==> src/rtl/rxep_pkg.sv <==
package rxep_pkg;
  typedef struct packed {
    logic clr;
    logic addByte;
    logic addWord;
    logic armAuto;
  } cntCmd_t;

  typedef struct packed {
    logic autoClr;
    logic iso;
    logic dmaEn;
    logic noNyet;
    logic dmaMode;
    logic incomp;
  } ctrlReg_t;
endpackage

==> src/rtl/rxep_unload_dp.sv <==
module rxep_unload_dp
  import rxep_pkg::*;
#(
  parameter int SIZE_W    = 11,
  parameter int DMA_BYTES = 4
) (
  input  logic              clk,
  input  logic              rstN,
  input  cntCmd_t           cmd,
  input  logic [SIZE_W-1:0] maxPkt,
  output logic              drainHit
);
  localparam int CNT_W = SIZE_W + 2;

  logic [CNT_W-1:0] unloadCnt;
  logic [CNT_W-1:0] incAmt;
  logic [CNT_W-1:0] sumCnt;

  always_comb begin
    incAmt = '0;
    if (cmd.addByte) incAmt = incAmt + CNT_W'(1);
    if (cmd.addWord) incAmt = incAmt + CNT_W'(DMA_BYTES);
    sumCnt   = unloadCnt + incAmt;
    drainHit = cmd.armAuto && (cmd.addByte || cmd.addWord) &&
               (sumCnt >= CNT_W'(maxPkt));
  end

  always_ff @(posedge clk) begin
    if (!rstN)                    unloadCnt <= '0;
    else if (cmd.clr || drainHit) unloadCnt <= '0;
    else                          unloadCnt <= sumCnt;
  end

  AST_CNT_RESTART: assert property (@(posedge clk) disable iff (!rstN)
    (cmd.clr || drainHit) |=> (unloadCnt == '0));

  AST_WORD_STEP: assert property (@(posedge clk) disable iff (!rstN)
    (cmd.addWord && !cmd.addByte && !cmd.clr && !drainHit) |=>
      (unloadCnt == $past(unloadCnt) + CNT_W'(DMA_BYTES)));
endmodule

==> src/rtl/rxep_ctrl.sv <==
module rxep_ctrl
  import rxep_pkg::*;
#(
  parameter int SIZE_W = 11,
  parameter int FREE_W = 12
) (
  input  logic              clk,
  input  logic              rstN,
  input  logic              hostMode,
  input  logic              highSpeed,
  input  logic [SIZE_W-1:0] maxPktBytes,
  input  logic              regWrEn,
  input  logic [7:0]        regWrData,
  output logic [7:0]        regRdData,
  input  logic              pktAccept,
  input  logic [SIZE_W-1:0] pktBytes,
  input  logic              pktBulkInt,
  input  logic              pktPartial,
  input  logic [FREE_W-1:0] fifoFreeBytes,
  input  logic              swClrPktRdy,
  input  logic              cpuRdByte,
  input  logic              dmaRdWord,
  input  logic              drainHit,
  output cntCmd_t           cmd,
  output logic              pktRdy,
  output logic              dmaReq,
  output logic              hsValid,
  output logic              hsNyet
);
  ctrlReg_t ctrlReg;
  logic     curMax;
  logic     roomShort;

  assign roomShort = (FREE_W + 1)'(fifoFreeBytes) < (FREE_W + 1)'(maxPktBytes);

  always_comb begin
    cmd.clr     = pktAccept || swClrPktRdy;
    cmd.addByte = cpuRdByte && pktRdy;
    cmd.addWord = dmaRdWord && pktRdy;
    cmd.armAuto = ctrlReg.autoClr && curMax && pktRdy && !cmd.clr;
  end

  always_ff @(posedge clk) begin
    if (!rstN) begin
      ctrlReg <= '0;
    end else begin
      if (regWrEn) begin
        ctrlReg.autoClr <= regWrData[7];
        ctrlReg.iso     <= regWrData[6];
        ctrlReg.dmaEn   <= regWrData[5];
        ctrlReg.noNyet  <= regWrData[4];
        ctrlReg.dmaMode <= regWrData[3];
        if (!regWrData[0]) ctrlReg.incomp <= 1'b0;
      end
      if (pktAccept && pktPartial) ctrlReg.incomp <= 1'b1;
    end
  end

  always_ff @(posedge clk) begin
    if (!rstN) begin
      pktRdy <= 1'b0;
      curMax <= 1'b0;
    end else if (pktAccept) begin
      pktRdy <= 1'b1;
      curMax <= (pktBytes == maxPktBytes);
    end else if (swClrPktRdy || drainHit) begin
      pktRdy <= 1'b0;
    end
  end

  always_ff @(posedge clk) begin
    if (!rstN) begin
      hsValid <= 1'b0;
      hsNyet  <= 1'b0;
    end else begin
      hsValid <= pktAccept && pktBulkInt;
      hsNyet  <= pktAccept && pktBulkInt && highSpeed &&
                 !ctrlReg.noNyet && roomShort;
    end
  end

  assign regRdData = {ctrlReg.autoClr, ctrlReg.iso && !hostMode,
                      ctrlReg.dmaEn, ctrlReg.noNyet, ctrlReg.dmaMode,
                      2'b00, ctrlReg.incomp};

  assign dmaReq = ctrlReg.dmaEn && pktRdy && (!ctrlReg.dmaMode || curMax);

  AST_AUTO_DROP: assert property (@(posedge clk) disable iff (!rstN)
    (drainHit && !pktAccept) |=> !pktRdy);

  AST_SHORT_HOLD: assert property (@(posedge clk) disable iff (!rstN)
    (pktRdy && !curMax && !swClrPktRdy && !pktAccept) |=> pktRdy);

  AST_NO_NYET: assert property (@(posedge clk) disable iff (!rstN)
    (pktAccept && ctrlReg.noNyet) |=> !hsNyet);

  AST_PARTIAL_SET: assert property (@(posedge clk) disable iff (!rstN)
    (pktAccept && pktPartial) |=> regRdData[0]);

  AST_DMA_GATE: assert property (@(posedge clk) disable iff (!rstN)
    !pktRdy |-> !dmaReq);
endmodule

==> src/rtl/rx_ep_ready_ctrl.sv <==
module rx_ep_ready_ctrl
  import rxep_pkg::*;
#(
  parameter int SIZE_W = 11,
  parameter int FREE_W = 12
) (
  input  logic              clk,
  input  logic              rstN,
  input  logic              hostMode,
  input  logic              highSpeed,
  input  logic [SIZE_W-1:0] maxPktBytes,
  input  logic              regWrEn,
  input  logic [7:0]        regWrData,
  output logic [7:0]        regRdData,
  input  logic              pktAccept,
  input  logic [SIZE_W-1:0] pktBytes,
  input  logic              pktBulkInt,
  input  logic              pktPartial,
  input  logic [FREE_W-1:0] fifoFreeBytes,
  input  logic              swClrPktRdy,
  input  logic              cpuRdByte,
  input  logic              dmaRdWord,
  output logic              pktRdy,
  output logic              dmaReq,
  output logic              hsValid,
  output logic              hsNyet
);
  cntCmd_t cmd;
  logic    drainHit;

  rxep_ctrl #(.SIZE_W(SIZE_W), .FREE_W(FREE_W)) u_ctrl (
    .clk(clk), .rstN(rstN), .hostMode(hostMode), .highSpeed(highSpeed),
    .maxPktBytes(maxPktBytes), .regWrEn(regWrEn), .regWrData(regWrData),
    .regRdData(regRdData), .pktAccept(pktAccept), .pktBytes(pktBytes),
    .pktBulkInt(pktBulkInt), .pktPartial(pktPartial),
    .fifoFreeBytes(fifoFreeBytes), .swClrPktRdy(swClrPktRdy),
    .cpuRdByte(cpuRdByte), .dmaRdWord(dmaRdWord), .drainHit(drainHit),
    .cmd(cmd), .pktRdy(pktRdy), .dmaReq(dmaReq), .hsValid(hsValid),
    .hsNyet(hsNyet)
  );

  rxep_unload_dp #(.SIZE_W(SIZE_W), .DMA_BYTES(4)) u_dp (
    .clk(clk), .rstN(rstN), .cmd(cmd), .maxPkt(maxPktBytes),
    .drainHit(drainHit)
  );
endmodule

==> config.mk <==
export PLATFORM = sky130hd
export DESIGN_NAME = rx_ep_ready_ctrl
export DESIGN_NICKNAME = d
export VERILOG_FILES = /design/src/rtl/rxep_pkg.sv /design/src/rtl/rxep_unload_dp.sv /design/src/rtl/rxep_ctrl.sv /design/src/rtl/rx_ep_ready_ctrl.sv
export SDC_FILE = /design/constraint.sdc
export NUM_CORES = 1
export LEC_CHECK = 0
export ABC_AREA = 0
export CAP_MARGIN = 15
export CELL_PAD_IN_SITES_DETAIL_PLACEMENT = 1
export CELL_PAD_IN_SITES_GLOBAL_PLACEMENT = 2
export CORE_MARGIN = 1
export CORE_UTILIZATION = 26
export CTS_CLUSTER_SIZE = 16
export DETAILED_ROUTE_END_ITERATION = 8
export PLACE_DENSITY_LB_ADDON = 0.1
export SYNTH_ARGS = -nofsm -noshare
export SYNTH_HDL_FRONTEND = slang
export SYNTH_SLANG_ARGS = --single-unit
==> constraint.sdc <==
create_clock -name clk -period 4.2 [get_ports clk]
set_input_delay 0.84 -clock clk [delete_from_list [all_inputs] [get_ports clk]]
set_output_delay 0.84 -clock clk [all_outputs]
set_load 0.1 [all_outputs]
# --- Word level (Yosys, flattened, before mapping) ---
# Cells that the tools add are included.
word_totals:
  in_bits: 53
  register_bits: 23
  out_inout_bits: 12
  elab_cells: 53
op_classes:
  n_reduce_logical: 28
  mux: 7
  n_lt_le_gt_ge: 2
  n_bitwise: 1
  add_sub_neg: 2
  n_eq_ne: 2
ops:
  columns: ["cell", "count"]
  rows:
  - ["1-bit logical AND", 15]
  - ["13-bit adder", 1]
  - ["13-bit by 11-bit >= comparator with 1-bit output", 1]
  - ["13-bit 2-to-1 mux", 1]
  - ["12-bit by 11-bit less-than comparator with 1-bit output", 1]
  - ["11-bit == test", 1]
  - ["1-bit 2-to-1 mux", 6]
  - ["1-bit logical OR", 5]
  - ["1-bit by 3-bit adder with 4-bit output, second input constant", 1]
  - ["1-bit logical NOT", 4]
  - ["2-bit nonzero test", 2]
  - ["2-bit by 1-bit != test with 1-bit output, second input constant", 1]
  - ["2-bit AND reduction", 1]
  - ["2-bit OR reduction", 1]
  - ["1-bit NOT", 1]

# --- Depth between registers and ports, before layout ---
logic_depth:
  ltp_word: 10
  ltp_mapped: 13
  ltp_nobuf: 12

# --- By module ---
# A second synthesis with hierarchy kept.
hier_totals:
  hier_cells: 209
  area_unflattened_um2: 1900.6
by_module_without_submodules:
  columns: ["module", "n_inst", "seq_area_each_um2", "cells_per_inst", "area_each_um2"]
  rows:
  - ["rxep_unload_dp", 1, 260.2, 111, 1076.0]
  - ["rxep_ctrl", 1, 200.2, 98, 824.5]

# --- Worst setup path before layout ---
# No wires, ideal clock.
synth_path:
  kind: "reg-to-reg"
  startpoint: "reg u_ctrl.pktRdy"
  endpoint: "reg u_dp.unloadCnt[10]"
  path_buffers: 1
  setup_ns: 0.068
  slack_ns: 0.725
  stages_incl_launch_ff: 14
  synth_period_minus_slack_ns: 3.475
  arrival_time_ns: 3.407
  t_required_ns: 4.132
  path_cell_list: "dfxtp_1 -> and2_1 -> ha_1 -> ha_1 -> a21oi_1 -> or4_1 -> xnor2_1 -> ha_1 -> nand4_1 -> nor3_1 -> a211oi_1 -> o211ai_2 -> buf_6 -> a21boi_2"
synth_between:
  elab_chain_len: 9
  word_cells_on_any_way: 14
  cone_classes: "add/sub (2); order compare (1); mux (2); reduce/logical (9)"
synth_rtl:
  columns: ["element", "line", "rtl"]
  rows:
  - ["start, declared", "rxep_ctrl.sv:25", "output logic pktRdy,"]
  - ["start signal, assigned", "rxep_ctrl.sv:61", "pktRdy <= 1'b0;"]
  - ["start signal, assigned", "rxep_ctrl.sv:64", "pktRdy <= 1'b1;"]
  - ["start signal, assigned", "rxep_ctrl.sv:67", "pktRdy <= 1'b0;"]
  - ["1-bit logical AND", "rxep_ctrl.sv:38", "cmd.addByte = cpuRdByte && pktRdy;"]
  - ["1-bit 2-to-1 mux", "rxep_unload_dp.sv:21", "if (cmd.addByte) incAmt = incAmt + CNT_W'(1);"]
  - ["1-bit by 3-bit adder with 4-bit output", "rxep_unload_dp.sv:22", "if (cmd.addWord) incAmt = incAmt + CNT_W'(DMA_BYTES);"]
  - ["13-bit 2-to-1 mux *", "rxep_unload_dp.sv:22", null]
  - ["13-bit adder *", "rxep_unload_dp.sv:23", "sumCnt = unloadCnt + incAmt;"]
  - ["named net u_dp.sumCnt[10]", "rxep_unload_dp.sv:17", "logic [CNT_W-1:0] sumCnt;"]
  - ["13-bit by 11-bit >= comparator with 1-bit output", "rxep_unload_dp.sv:25", "(sumCnt >= CNT_W'(maxPkt));"]
  - ["1-bit logical AND", "rxep_unload_dp.sv:24", "drainHit = cmd.armAuto && (cmd.addByte || cmd.addWord) &&"]
  - ["1-bit logical OR", "rxep_unload_dp.sv:30", "else if (cmd.clr || drainHit) unloadCnt <= '0;"]
  - ["2-bit OR reduction (no line)", null, null]
  - ["end signal, assigned", "rxep_unload_dp.sv:31", "else unloadCnt <= sumCnt;"]
  - ["end, declared", "rxep_unload_dp.sv:15", "logic [CNT_W-1:0] unloadCnt;"]
# Mark *: on every way through the listed nets, which the timed path passes. The rest lies on a longest branch.
# A chain may end at the register's enable or synchronous reset.

# --- Worst setup path in the final report ---
layout_path:
  startpoint: "in cpuRdByte"
  endpoint: "reg u_dp.unloadCnt[3]"
layout_between:
  elab_chain_len: 9
  word_cells_on_any_way: 11
  cone_classes: "add/sub (2); order compare (1); mux (2); reduce/logical (6)"
layout_rtl:
  columns: ["element", "line", "rtl"]
  rows:
  - ["start, declared", "rx_ep_ready_ctrl.sv:21", "input logic cpuRdByte,"]
  - ["1-bit logical AND *", "rxep_ctrl.sv:38", null]
  - ["1-bit 2-to-1 mux *", "rxep_unload_dp.sv:21", null]
  - ["1-bit by 3-bit adder with 4-bit output", "rxep_unload_dp.sv:22", null]
  - ["13-bit 2-to-1 mux *", "rxep_unload_dp.sv:22", null]
  - ["13-bit adder *", "rxep_unload_dp.sv:23", null]
  - ["named net u_dp.sumCnt[10]", "rxep_unload_dp.sv:17", null]
  - ["13-bit by 11-bit >= comparator with 1-bit output *", "rxep_unload_dp.sv:25", null]
  - ["1-bit logical AND *", "rxep_unload_dp.sv:24", null]
  - ["1-bit logical OR *", "rxep_unload_dp.sv:30", null]
  - ["2-bit OR reduction (no line) *", null, null]
# Marks and branches as above.

==> flow_metrics.env <==
export IMPL_status="finished with violations"
export IMPL_violations="DRC"
export IMPL_synth_cell_types=41
export IMPL_num_rows=29
export IMPL_required_ps=4380
export IMPL_period_share_pct=91.78
export IMPL_tns_ps=0
export IMPL_syn_instance_count=191
export IMPL_avgSynthCellArea_um2=9.145
export IMPL_wl_per_cell_um=14.29
export IMPL_maxSlewViolCount=0
export IMPL_antenna_found_initial=0
export IMPL_clk_path_buf_depth=2
export IMPL_grt_overflow=0
export IMPL_postCtsHoldBufs=0
export IMPL_layout_min_cycle_time_ps=3855
export IMPL_post_cts_resized=0
export IMPL_wirelength_um=4644
export IMPL_fmax_mhz=259.4
export IMPL_synth_area_um2=1747
export IMPL_die_w_um=83.97
export IMPL_via_per_inst=4.618
export IMPL_num_io_pins=65
export IMPL_cellPowerDensity_nw_per_um2=221.7
export IMPL_port_buffers=60
export IMPL_initial_utilization_pct=27.20
export IMPL_cp_cell_sequence="clkdlybuf4s50_1 -> and2_1 -> ha_1 -> ha_1 -> a21oi_1 -> or4_1 -> xnor2_1 -> ha_1 -> nand4_1 -> nor3_1 -> a211oi_1 -> o211ai_2 -> buf_4 -> a21boi_0"
export IMPL_cts_tree="built"
export IMPL_diodes=0
export IMPL_drc_errors=12
export IMPL_track_usage_pct=14.45
export IMPL_ir_drop_uv=96.63
export IMPL_critPathBufInv=2
export IMPL_crit_family="simple AND/OR/NAND/NOR gates"
export IMPL_numCtsBuffers=3
export IMPL_clk_latency_ps=270
export IMPL_grt_pass1_vias=1595
export IMPL_rsz0062_at_grt="no"
export IMPL_dpl_cell_count=321
export IMPL_cts_root_buf="clkbuf_8"
export IMPL_worst_setup_path_end_kind="flop"
export IMPL_die_h_um=83.97
export IMPL_dr_pass1_iters=6
export IMPL_dpl_hpwl_um=3983
export IMPL_hp_class="flop to flop"
export IMPL_stdcell_count=325
export IMPL_area_growth_synth_to_final_pct=39.61
export IMPL_drt_iter0_markers=49
export IMPL_ys_warn_count=0
export IMPL_synth_seq_cells=23
export IMPL_fin_nets=326
export IMPL_cp_max_fo=6
export IMPL_cts_num_sinks=23
export IMPL_p_total_mw=0.5406
export IMPL_slew_headroom_pct=34.11
export IMPL_timing_worst_setup_path_type="input pin to flop"
export IMPL_cp_slowest_cell="or4_1"
export IMPL_crit_path_frequent_cell="ha_1"
export IMPL_grt_max_degree=14
export IMPL_clkTransAtPathRegs_ps=90
export IMPL_synth_seq_area_share_pct=26.36
export IMPL_worst_endpoint_arrival_ps=4040
export IMPL_leakagePower_nw=1.003
export IMPL_setup_violations=0
export IMPL_core_um2=6422
export IMPL_gp_congestion=0.7552
export IMPL_h_tree_depth=1
export IMPL_synthArstFlopShare_pct=0
export IMPL_grt_pass1_wl_um=7969
export IMPL_ys_flop_type="dfxtp_1"
export IMPL_drtAntennaViolNets=0
export IMPL_synth_edff_count=0
export IMPL_startpoint_type="input pin"
export IMPL_dieArea_um2=7050
export IMPL_worst_path_largest_cell_delay_ps=550
export IMPL_via_count=1501
export IMPL_tightest_slew_ps=985.2
export IMPL_cts_setup_buffers=0
export IMPL_finClkSkew_ps=7.307
export IMPL_hold_viol_final=0
export IMPL_drive_above_1_share_pct=8.468
export IMPL_drv_cap=0
-- registers in the layout (all words and copies together), names as in the netlist --
name              flops
u_ctrl.curMax         1
u_ctrl.hsValid        1
u_ctrl.regRdData      5
u_dp.unloadCnt       13
u_ctrl.pktRdy         1
u_ctrl.hsNyet         1
u_ctrl.ctrlReg        1
-- tightest hold or removal path, stage by stage (launching register included) --
cell	delay, ps
dfxtp_1	320
o21ai_0	60
a21boi_0	80
-- synth_stat cells, types with 4 or more instances --
cell / instances / area, µm²
ha_1: 24 / 300.3
dfxtp_1: 23 / 460.4
xnor2_1: 17 / 148.9
inv_1: 15 / 56.30
o21ai_0: 10 / 50.05
a21boi_2: 7 / 78.83
buf_4: 7 / 52.55
nor2b_1: 7 / 43.79
nor3_1: 7 / 35.03
nand2_1: 6 / 22.52
nor2_1: 6 / 22.52
mux2i_1: 5 / 50.05
nand4_1: 5 / 31.28
xor2_1: 5 / 43.79
a211oi_1: 4 / 30.03
a21boi_0: 4 / 30.03
-- final cells by class --
class                      instances  area [µm²]
clock buffer                       3       41.29
inverter                          15       56.30
multi-input combinational        143        1159
clock inverter                     1       5.005
fill                             741        3984
sequential                        23       460.4
tap                               77       96.34
timing repair buffer              63       620.6
-- layer usage --
metal / wire [µm] / vias to the layer above / track usage (%)
met3: 176 / 4 / 2.374
met1: 2165 / 682 / 17.96
met4: 32 / 0 / 2.821
met2: 2268 / 28 / 26.15
li1: - / 787 / -
met5: 0 / - / 0
-- kinds of logic (layout without fill, tap and decap cells) --
family                   count (synthesis)  count (layout)  synth area share [%]
AO/OA/AOI/OAI                           42              42                 18.48
flip-flops                              23              23                 26.36
other                                    1               2                0.2147
multiplexers                             5               5                 2.865
buffers and inverters                   26              82                 7.521
AND/OR/NAND/NOR                         48              48                 16.33
XOR/XNOR                                22              22                 11.03
adder cells (fa/ha/maj)                 24              24                 17.19
-- stage by stage --
stage               utilization [%]  worst slack, ps  hold slack (ps)  area, µm²
floorplan                         -            724.7            457.7       1750
global placement              37.25            117.6            481.8       2392
detailed placement            37.25            100.9            492.5       2392
CTS                           37.97            336.4            506.5       2439
global route                  37.97            160.2            566.2       2439
finish                        37.97            345.4            497.0       2439
-- final timing paths --
path                               startpoint                               end  slack, ps  cells past startpoint
max reg2reg        u_ctrl.pktRdy$_SDFFE_PN0P_      u_dp.unloadCnt[3]$_SDFF_PP0_        950                     13
max                                 cpuRdByte      u_dp.unloadCnt[3]$_SDFF_PP0_        350                     14
min reg2reg  u_ctrl.regRdData[0]$_SDFFE_PN0P_  u_ctrl.regRdData[0]$_SDFFE_PN0P_        500                      2
min          u_ctrl.regRdData[0]$_SDFFE_PN0P_  u_ctrl.regRdData[0]$_SDFFE_PN0P_        500                      2
-- cell usage in the layout (no fill, tap or decap), types with 4 or more instances in the layout --
cell type	netlist	routed
clkdlybuf4s50_1	0	59
xor2_1	5	5
a21boi_0	4	4
o21ai_0	10	10
a211oi_1	4	4
mux2i_1	5	5
nor3_1	7	7
nand4_1	5	5
nand2_1	6	6
inv_1	15	15
nor2_1	6	6
buf_4	7	4
a21boi_2	7	7
ha_1	24	24
nor2b_1	7	7
xnor2_1	17	17
dfxtp_1	23	23
-- report_power, final --
part | total, mW | switching, mW | internal, mW
Clock | 0.143 | 0.0768 | 0.0663
Sequential | 0.227 | 0.00344 | 0.223
Combinational | 0.171 | 0.0908 | 0.0798
No activity file was read; power rests on OpenSTA's default activity.
